[src/rtl/ped_pkg.sv]
package ped_pkg;
   typedef enum logic [2:0] {
      A_SENSE = 3'd0,
      A_DUAL  = 3'd1,
      A_POL   = 3'd2,
      A_EN    = 3'd3,
      A_RAW   = 3'd4,
      A_MASK  = 3'd5,
      A_CLR   = 3'd6
   } ped_addr_e;
   localparam int ADDR_W = 3;
endpackage

[src/rtl/ped_regfile.sv]
module ped_regfile
   import ped_pkg::*;
#(
   parameter int NUM_PINS = 8,
   parameter int DATA_W   = 8
) (
   input  logic                clk,
   input  logic                rst_n,
   input  logic                wr_en_i,
   input  logic [ADDR_W-1:0]   addr_i,
   input  logic [DATA_W-1:0]   wr_data_i,
   input  logic [NUM_PINS-1:0] raw_i,
   input  logic [NUM_PINS-1:0] masked_i,
   output logic [NUM_PINS-1:0] sense_o,
   output logic [NUM_PINS-1:0] dual_o,
   output logic [NUM_PINS-1:0] pol_o,
   output logic [NUM_PINS-1:0] en_o,
   output logic [NUM_PINS-1:0] clr_o,
   output logic [DATA_W-1:0]   rd_data_o
);
   logic [NUM_PINS-1:0] wbits;
   assign wbits = wr_data_i[NUM_PINS-1:0];

   always_ff @(posedge clk) begin
      if (!rst_n) begin
         sense_o <= '0;
         dual_o  <= '0;
         pol_o   <= '0;
         en_o    <= '0;
      end else if (wr_en_i) begin
         case (addr_i)
            A_SENSE: sense_o <= wbits;
            A_DUAL:  dual_o  <= wbits;
            A_POL:   pol_o   <= wbits;
            A_EN:    en_o    <= wbits;
            default: ;
         endcase
      end
   end

   assign clr_o = (wr_en_i && addr_i == A_CLR) ? wbits : '0;

   always_comb begin
      case (addr_i)
         A_SENSE: rd_data_o = DATA_W'(sense_o);
         A_DUAL:  rd_data_o = DATA_W'(dual_o);
         A_POL:   rd_data_o = DATA_W'(pol_o);
         A_EN:    rd_data_o = DATA_W'(en_o);
         A_RAW:   rd_data_o = DATA_W'(raw_i);
         A_MASK:  rd_data_o = DATA_W'(masked_i);
         default: rd_data_o = '0;
      endcase
   end

   // an enable write is visible on the next cycle
   p_enable_write_r9: assert property (@(posedge clk) disable iff (!rst_n)
      (wr_en_i && addr_i == A_EN) |=> (en_o == $past(wbits)));
   // configuration held at zero through reset
   p_reset_cfg_r1: assert property (@(posedge clk)
      !rst_n |=> (sense_o == '0 && en_o == '0 && dual_o == '0 && pol_o == '0));
endmodule

[src/rtl/ped_pin_cell.sv]
module ped_pin_cell (
   input  logic clk,
   input  logic rst_n,
   input  logic pin_i,
   input  logic level_mode_i,
   input  logic dual_i,
   input  logic pol_i,
   input  logic clr_i,
   output logic raw_o
);
   logic pin_q;
   logic lat_q;
   logic rise;
   logic fall;
   logic hit;

   assign rise = pin_i & ~pin_q;
   assign fall = ~pin_i & pin_q;
   assign hit  = ~level_mode_i & (dual_i ? (rise | fall) : (pol_i ? rise : fall));

   always_ff @(posedge clk) begin
      if (!rst_n) begin
         pin_q <= 1'b0;
         lat_q <= 1'b0;
      end else begin
         pin_q <= pin_i;
         if (level_mode_i) lat_q <= 1'b0;
         else              lat_q <= hit | (lat_q & ~clr_i);
      end
   end

   assign raw_o = level_mode_i ? (pin_i == pol_i) : lat_q;

   // a detected edge always leaves the latch set, clear or not
   p_edge_wins_r6: assert property (@(posedge clk) disable iff (!rst_n)
      hit |=> lat_q);
   // a clear with no competing edge empties the latch
   p_clear_drops_r5: assert property (@(posedge clk) disable iff (!rst_n)
      (clr_i && !hit) |=> !lat_q);
   // without edge or clear, an edge-mode latch keeps its value
   p_latch_holds_r3: assert property (@(posedge clk) disable iff (!rst_n)
      (!hit && !clr_i && !level_mode_i) |=> (lat_q == $past(lat_q)));
endmodule

[src/rtl/ped_irq_combine.sv]
module ped_irq_combine #(
   parameter int NUM_PINS = 8,
   parameter bit IRQ_REG  = 1'b1
) (
   input  logic                clk,
   input  logic                rst_n,
   input  logic [NUM_PINS-1:0] raw_i,
   input  logic [NUM_PINS-1:0] en_i,
   output logic [NUM_PINS-1:0] masked_o,
   output logic                irq_o
);
   logic any_hit;
   assign masked_o = raw_i & en_i;
   assign any_hit  = |masked_o;

   generate
      if (IRQ_REG) begin : g_reg
         logic irq_q;
         always_ff @(posedge clk) begin
            if (!rst_n) irq_q <= 1'b0;
            else        irq_q <= any_hit;
         end
         assign irq_o = irq_q;

         // registered output follows the masked OR with one cycle lag
         p_irq_tracks_r8: assert property (@(posedge clk) disable iff (!rst_n)
            1'b1 |=> (irq_o == $past(|(raw_i & en_i))));
      end else begin : g_comb
         assign irq_o = any_hit;
      end
   endgenerate
endmodule

[src/rtl/pin_event_detector.sv]
module pin_event_detector
   import ped_pkg::*;
#(
   parameter int NUM_PINS = 8,
   parameter int DATA_W   = 8,
   parameter bit IRQ_REG  = 1'b1
) (
   input  logic                clk,
   input  logic                rst_n,
   input  logic [NUM_PINS-1:0] pin_i,
   input  logic                wr_en_i,
   input  logic [ADDR_W-1:0]   addr_i,
   input  logic [DATA_W-1:0]   wr_data_i,
   output logic [DATA_W-1:0]   rd_data_o,
   output logic                irq_o
);
   generate
      if (NUM_PINS < 1 || NUM_PINS > DATA_W) begin : g_bad_cfg
         $error("pin_event_detector: NUM_PINS must lie in 1..DATA_W");
      end
   endgenerate

   logic [NUM_PINS-1:0] sense, dual, pol, en, clr, raw, masked;

   ped_regfile #(.NUM_PINS(NUM_PINS), .DATA_W(DATA_W)) u_regs (
      .clk       (clk),
      .rst_n     (rst_n),
      .wr_en_i   (wr_en_i),
      .addr_i    (addr_i),
      .wr_data_i (wr_data_i),
      .raw_i     (raw),
      .masked_i  (masked),
      .sense_o   (sense),
      .dual_o    (dual),
      .pol_o     (pol),
      .en_o      (en),
      .clr_o     (clr),
      .rd_data_o (rd_data_o)
   );

   for (genvar i = 0; i < NUM_PINS; i++) begin : g_pin
      ped_pin_cell u_cell (
         .clk          (clk),
         .rst_n        (rst_n),
         .pin_i        (pin_i[i]),
         .level_mode_i (sense[i]),
         .dual_i       (dual[i]),
         .pol_i        (pol[i]),
         .clr_i        (clr[i]),
         .raw_o        (raw[i])
      );
   end

   ped_irq_combine #(.NUM_PINS(NUM_PINS), .IRQ_REG(IRQ_REG)) u_irq (
      .clk      (clk),
      .rst_n    (rst_n),
      .raw_i    (raw),
      .en_i     (en),
      .masked_o (masked),
      .irq_o    (irq_o)
   );

   // a level pin never reports status away from its active level
   p_level_idle_r2: assert property (@(posedge clk) disable iff (!rst_n)
      ((sense & (pin_i ^ pol)) & raw) == '0);
   // an asserted interrupt implies some enabled pin was raised
   p_irq_needs_en_r7: assert property (@(posedge clk) disable iff (!rst_n)
      irq_o |-> ($past(en) != '0));
endmodule

[config.mk]
export PLATFORM = sky130hd
export DESIGN_NAME = pin_event_detector
export DESIGN_NICKNAME = d
export VERILOG_FILES = /design/src/rtl/ped_pkg.sv /design/src/rtl/ped_regfile.sv /design/src/rtl/ped_pin_cell.sv /design/src/rtl/ped_irq_combine.sv /design/src/rtl/pin_event_detector.sv
export SDC_FILE = /design/constraint.sdc
export NUM_CORES = 1
export LEC_CHECK = 0
export ABC_AREA = 1
export BUFFER_PORTS_ARGS = -buffer_cell sky130_fd_sc_hd__buf_2
export CELL_PAD_IN_SITES_DETAIL_PLACEMENT = 1
export CELL_PAD_IN_SITES_GLOBAL_PLACEMENT = 2
export CORE_MARGIN = 2
export CORE_UTILIZATION = 35
export CTS_CLUSTER_DIAMETER = 30
export DETAILED_ROUTE_END_ITERATION = 8
export GPL_TIMING_DRIVEN = 1
export PLACE_DENSITY = 0.81
export RECOVER_POWER = 50
export SYNTH_ARGS = -nofsm -noshare
export SYNTH_HDL_FRONTEND = slang
export SYNTH_SLANG_ARGS = --single-unit
[constraint.sdc]
create_clock -name clk -period 3.15 [get_ports clk]
set_input_delay 0.315 -clock clk [delete_from_list [all_inputs] [get_ports clk]]
set_output_delay 0.315 -clock clk [all_outputs]
set_load 0.01 [all_outputs]
* Word-level counts from Yosys, hierarchy flattened
Cells that the tools add are included.
Storage, ports and cells: bits of input ports 22, output and inout bits 9, word-level logic and storage cells 158, bits in registers 49
Operators by class: multiplexer cells 26, bitwise operators 82, reductions and logical operators 15, eq/ne operators 14
Operators with widths (count):
- $pmux 8 s6 | 1
- $not 1->1 | 33
- $and 1x1->1 | 32
- $mux 1 | 24
- $or 1x1->1 | 16
- $reduce_or 2->1 | 8
- $eq 3x3->1 const B | 3
- $and 8x8->8 | 1
- $eq 1x1->1 | 8
- $mux 8 | 1
- $reduce_and 2->1 | 4
- $reduce_or 8->1 | 1
- $eq 3x2->1 const B | 2
- $eq 3x1->1 const B | 1
- $logic_not 3->1 | 1
- $logic_and 1x1->1 | 1

* Logic depth before layout (Yosys ltp)
word-level depth 6, gate-level depth with buffers 8, gate-level depth less buffers 8

* Hierarchy
A second synthesis with hierarchy kept.
Second synthesis, totals: cell total of the unflattened synthesis 560, area total of the unflattened synthesis 3377.0 um2
By module, submodules not included:
- ped_regfile | sequential area each 640.6 um2, cells an instance 311, area each 1894.3 um2, instances 1
- ped_pin_cell | sequential area each 40.0 um2, cells an instance 28, area each 171.4 um2, instances 8
- ped_irq_combine | sequential area each 20.0 um2, cells an instance 25, area each 111.4 um2, instances 1

* Worst setup path before layout
Ideal clock, no wire load.
path kind input to output, from input addr_i[2], to output rd_data_o[3], arrival time 998 ps, stages 6, slack 1837 ps, buffers on the path 1, required time 2835 ps, cells stage by stage inv_1 -> nand3_1 -> inv_2 -> clkbuf_8 -> a22oi_1 -> nand4_1
Between the ends: cells in the longest elaborated chain, start to end 2, elaborated cells on any way between the ends 7, those cells by class 5 x eq/ne; 1 x mux; 1 x reduce/logical
RTL lines:
- from (decl) | RTL line pin_event_detector.sv:12 | input logic [ADDR_W-1:0] addr_i,
- $eq 3x3->1 (tied with other cells) | RTL line ped_regfile.sv:44 | case (addr_i)
- $pmux 8 s6 (*) | RTL line ped_regfile.sv:44
- to (decl) | RTL line pin_event_detector.sv:14 | output logic [DATA_W-1:0] rd_data_o,
Every way passes the cells marked *; elsewhere a longest branch is shown, timed or not.

* Final worst setup path
from input addr_i[1], to output rd_data_o[6]
The elaborated chain is that of the path after synthesis.

==> metrics.log <==
[metrics] Initial DRC Count: 90
[metrics] share of synthesized area spent on multiplexers: 0%
[metrics] largest net degree at the start of global routing: 37
[metrics] CTS Root Cell: sky130_fd_sc_hd__clkbuf_8
[metrics] cell accounting for the most synthesized area: sky130_fd_sc_hd__dfxtp_1
[metrics] overall track demand over capacity in global routing: 18.49%
[metrics] cell-by-cell trace of the critical path: clkbuf_1 -> nor3_1 -> nand2_1 -> o21ai_0 -> a21oi_1 -> o211ai_1 -> buf_2
[metrics] Detailed Routing Iterations Pass 1: 4
[metrics] TritonCTS Buffers: 5
[metrics] insertion delay of the later-clocked pin in the worst-skew pair: 310 ps
[metrics] dpl hpwl: 5.499 mm
[metrics] growth of design area from synthesis to finish: 8.943%
[metrics] Multi-input gate area: 1423 µm²
[metrics] Buffers on Ports: 30
[metrics] die span in y: 92.97 µm
[metrics] class of the worst hold path: in2reg
[metrics] main combinational cell family by area after synthesis: simple AND/OR/NAND/NOR gates
[metrics] CTS-repair resized insts: 0
[metrics] clock net sink count: 49
[metrics] run status: completed
[metrics] Total Die Area: 8642 µm²
[metrics] busiest metal layer after global routing: met2
[metrics] final setup fails: 0
[metrics] Critical Path RT: 2830 ps
[metrics] number of distinct standard cells referenced by the synthesized netlist: 30
[metrics] final setup TNS: 0 ps
[metrics] number of buffer and inverter instances along the worst setup path: 2
[metrics] launch instance of the worst register-to-register path: u_regs.sense_o[0]
[metrics] maximum fanout along the worst path: 9
[metrics] total gr overflow: 0
[metrics] hold_ws: 232.5 ps
[metrics] complex-gate fraction of the synthesized area: 22.31%
[metrics] CP Data Arrival Time: 1920 ps
[metrics] global-route wire length before repair: 12.54 mm
[metrics] family of cells with the greatest summed delay on the critical path: simple AND/OR/NAND/NOR gates
[metrics] net count reported at finish: 458
[metrics] antenna diode count: 0
[metrics] Min Clock Period, post-route: 2236 ps
[metrics] count of antenna-violating nets left after detailed routing: 0
[metrics] period utilization: 71.00%
[metrics] weighted congestion reported at the end of routability-driven placement: 0.7555
[metrics] via density per instance: 4.973
[metrics] synthesized instance count: 393
[metrics] fraction of final layout cells with drive strength greater than 1: 12.14%
[metrics] worst rel slew slack: 24.35%
[metrics] Least-Margin Pin Slew: 1126 ps
[metrics] via count of the first global-routing pass: 2520
[metrics] starting density of the core: 36.04%
[metrics] core box area: 7687 µm²
[metrics] top library cells by usage in the layout, fill and taps aside: sky130_fd_sc_hd__nand2_1, sky130_fd_sc_hd__inv_1, sky130_fd_sc_hd__dfxtp_1, sky130_fd_sc_hd__o21ai_0, sky130_fd_sc_hd__a21oi_1
[metrics] post-synthesis register bit count: 49
[metrics] kind of end point of the critical path: primary output
[metrics] count of unresolved DRC violations after routing: 0
[metrics] simple-gate share of the synthesized area: 22.67%
[metrics] total standard cell area after synthesis: 2770 µm²
[metrics] Max Transition Viols Final: 0
[metrics] type of element launching the critical path: input port
[metrics] slowest library cell on the worst path: sky130_fd_sc_hd__nor3_1
[metrics] initial antenna violation count: 0
[metrics] share of the synthesized netlist area taken by xor and xnor gates: 0%
[metrics] Routed wire per std cell: 14.52 µm
[metrics] Worst Reg2Reg Path Length in Cells: 5
[metrics] width of the chip: 92.97 µm
[metrics] # fillers: 1013
[metrics] worst-case register-to-register setup slack: 1960 ps
[metrics] endpoint of the lowest-slack register-to-register path: u_irq.irq_o
[metrics] Avg Inst Size Synth: 7.049 µm²
[metrics] unrepaired setup endpoints after global routing: false
[metrics] total number of yosys warnings: 0
[metrics] worst-case vdd ir drop: 0.0001626 V
[metrics] category of the critical setup timing path: in2out
[metrics] met3 Resource Use GR: 3.092%
[metrics] met2 routing resource usage after global routing: 30.98%
[metrics] M1 GR Usage: 24.25%
[metrics] min-delay src: pin_i[1]
[metrics] buffer levels on the longest clock path: 2
[metrics] count of maximum capacitance violations: 0
[metrics] share of Yosys cell area claimed by the top area cell type: 35.41%
[metrics] Max Clk Rate: 447.1 MHz
[metrics] highest cell delay on the worst timing path: 920 ps
[metrics] Max H-tree Level: 2
[metrics] Static Leak: 0.001367 µW
[metrics] most common library cell in the layout ignoring fill and taps: sky130_fd_sc_hd__nand2_1
[metrics] clock tree from TritonCTS: yes
[metrics] count of boundary I/O pins: 31
[metrics] instance count along the most critical hold path: 3
[metrics] number of placement rows: 32
[metrics] number of setup buffers added after CTS: 0
[metrics] power density over the cells: 406.7 nW/µm²
[metrics] total wire length: 7.581 mm
[metrics] clock transition time at the flip-flop clock pins of the worst setup and hold paths: 90 ps
[metrics] total via count in the routed design: 2596
[metrics] register area share after synthesis: 35.41%
[metrics] area occupied by registers: 980.9 µm²
[metrics] arithmetic-cell share of the synthesized area counting full adders, half adders and majority gates: 7.227%
[metrics] worst-case clock skew: 4.279 ps
[metrics] Hold Buf Count CTS: 0
[metrics] top post-synthesis cells by area: sky130_fd_sc_hd__dfxtp_1, sky130_fd_sc_hd__nand2_1, sky130_fd_sc_hd__o21ai_0
[metrics] Post-Synthesis Net Count: 431
[metrics] final hold violation count: 0
[metrics] end point of the worst hold path: g_pin[1].u_cell.pin_q
-- final cells by class --
| class | instances | share of cell area (%) |
|---|---|---|
| Clock buffer | 7 | 2.861 |
| Inverter | 65 | 8.126 |
| Multi-Input combinational cell | 268 | 47.14 |
| Sequential cell | 49 | 32.50 |
| Tap cell | 102 | 4.229 |
| Timing Repair Buffer | 31 | 5.141 |
-- worst reg2reg max path, stage by stage, from the launching register on --
cell                      delay, ps
sky130_fd_sc_hd__dfxtp_1        340
sky130_fd_sc_hd__or2_2          310
sky130_fd_sc_hd__nand3_1        120
sky130_fd_sc_hd__nand2_1         80
sky130_fd_sc_hd__nor2_1         110
sky130_fd_sc_hd__a21oi_1         90
-- per-layer routing --
layer  share of wire (%)  up-vias
met5                   0        -
met4                 1.6        0
met3                 3.0       11
met2                  47       37
met1                  48     1206
li1                    -     1342
-- worst max-delay path by stage --
stage               startpoint            to  cells after the start
2_1_floorplan        addr_i[2]  rd_data_o[3]                      6
3_3_place_gp         addr_i[1]  rd_data_o[2]                      7
3_5_place_dp         addr_i[1]  rd_data_o[2]                      7
4_1_cts        u_regs.pol_o[1]  rd_data_o[1]                      7
5_1_grt              addr_i[1]  rd_data_o[6]                      7
6_report             addr_i[1]  rd_data_o[6]                      7
-- synth_stat cells, drive strengths merged --
library cell  number
nor2               7
o21ai             50
buf                7
a21oi             34
or2                8
dfxtp             49
nor3               1
o211ai             3
nand2             97
a22oi              5
clkinv             1
a211oi             8
ha                16
inv               64
nand4              5
a21boi             5
clkbuf             4
nand3             25
o22ai              4
-- flip-flops by register name, summed over array words and instances (netlist names) --
| signal | count |
|---|---|
| g_pin.u_cell.pin_q | 8 |
| u_regs.dual_o | 8 |
| u_irq.irq_o | 1 |
| u_regs.pol_o | 8 |
| u_regs.sense_o | 8 |
| g_pin.u_cell.lat_q | 8 |
| u_regs.en_o | 8 |
-- stage by stage --
| stage | area, µm² | utilization, % | cells | setup WS (ps) | total power (µW) |
|---|---|---|---|---|---|
| final | 3018 | 39.26 | 522 | 913.5 | 1228 |
| after global routing | 3018 | 39.26 | 522 | 596.6 | 1297 |
| after CTS | 3044 | 39.60 | 522 | 1289 | 1246 |
| after detailed placement | 2958 | 38.48 | 515 | 1356 | 862.6 |
| after global placement | 2958 | 38.48 | 515 | 1391 | 856.8 |
| after floorplan | 2770 | - | 393 | 1837 | 799.1 |
-- power breakdown --
group	switching, µW	internal [µW]	total [µW]	leakage, µW
registers	20.0	648	668	0.000400
logic	111	64.0	175	0.000922
clock network	210	175	385	0.0000443
-- cell families after synthesis --
| family | Yosys count |
|---|---|
| and+or+nand+nor | 143 |
| AOI/OAI and AO/OA | 109 |
| buffers and inverters | 76 |
| DFF | 49 |
| adders and majority gates | 16 |
(Power assumes the default switching activity.)
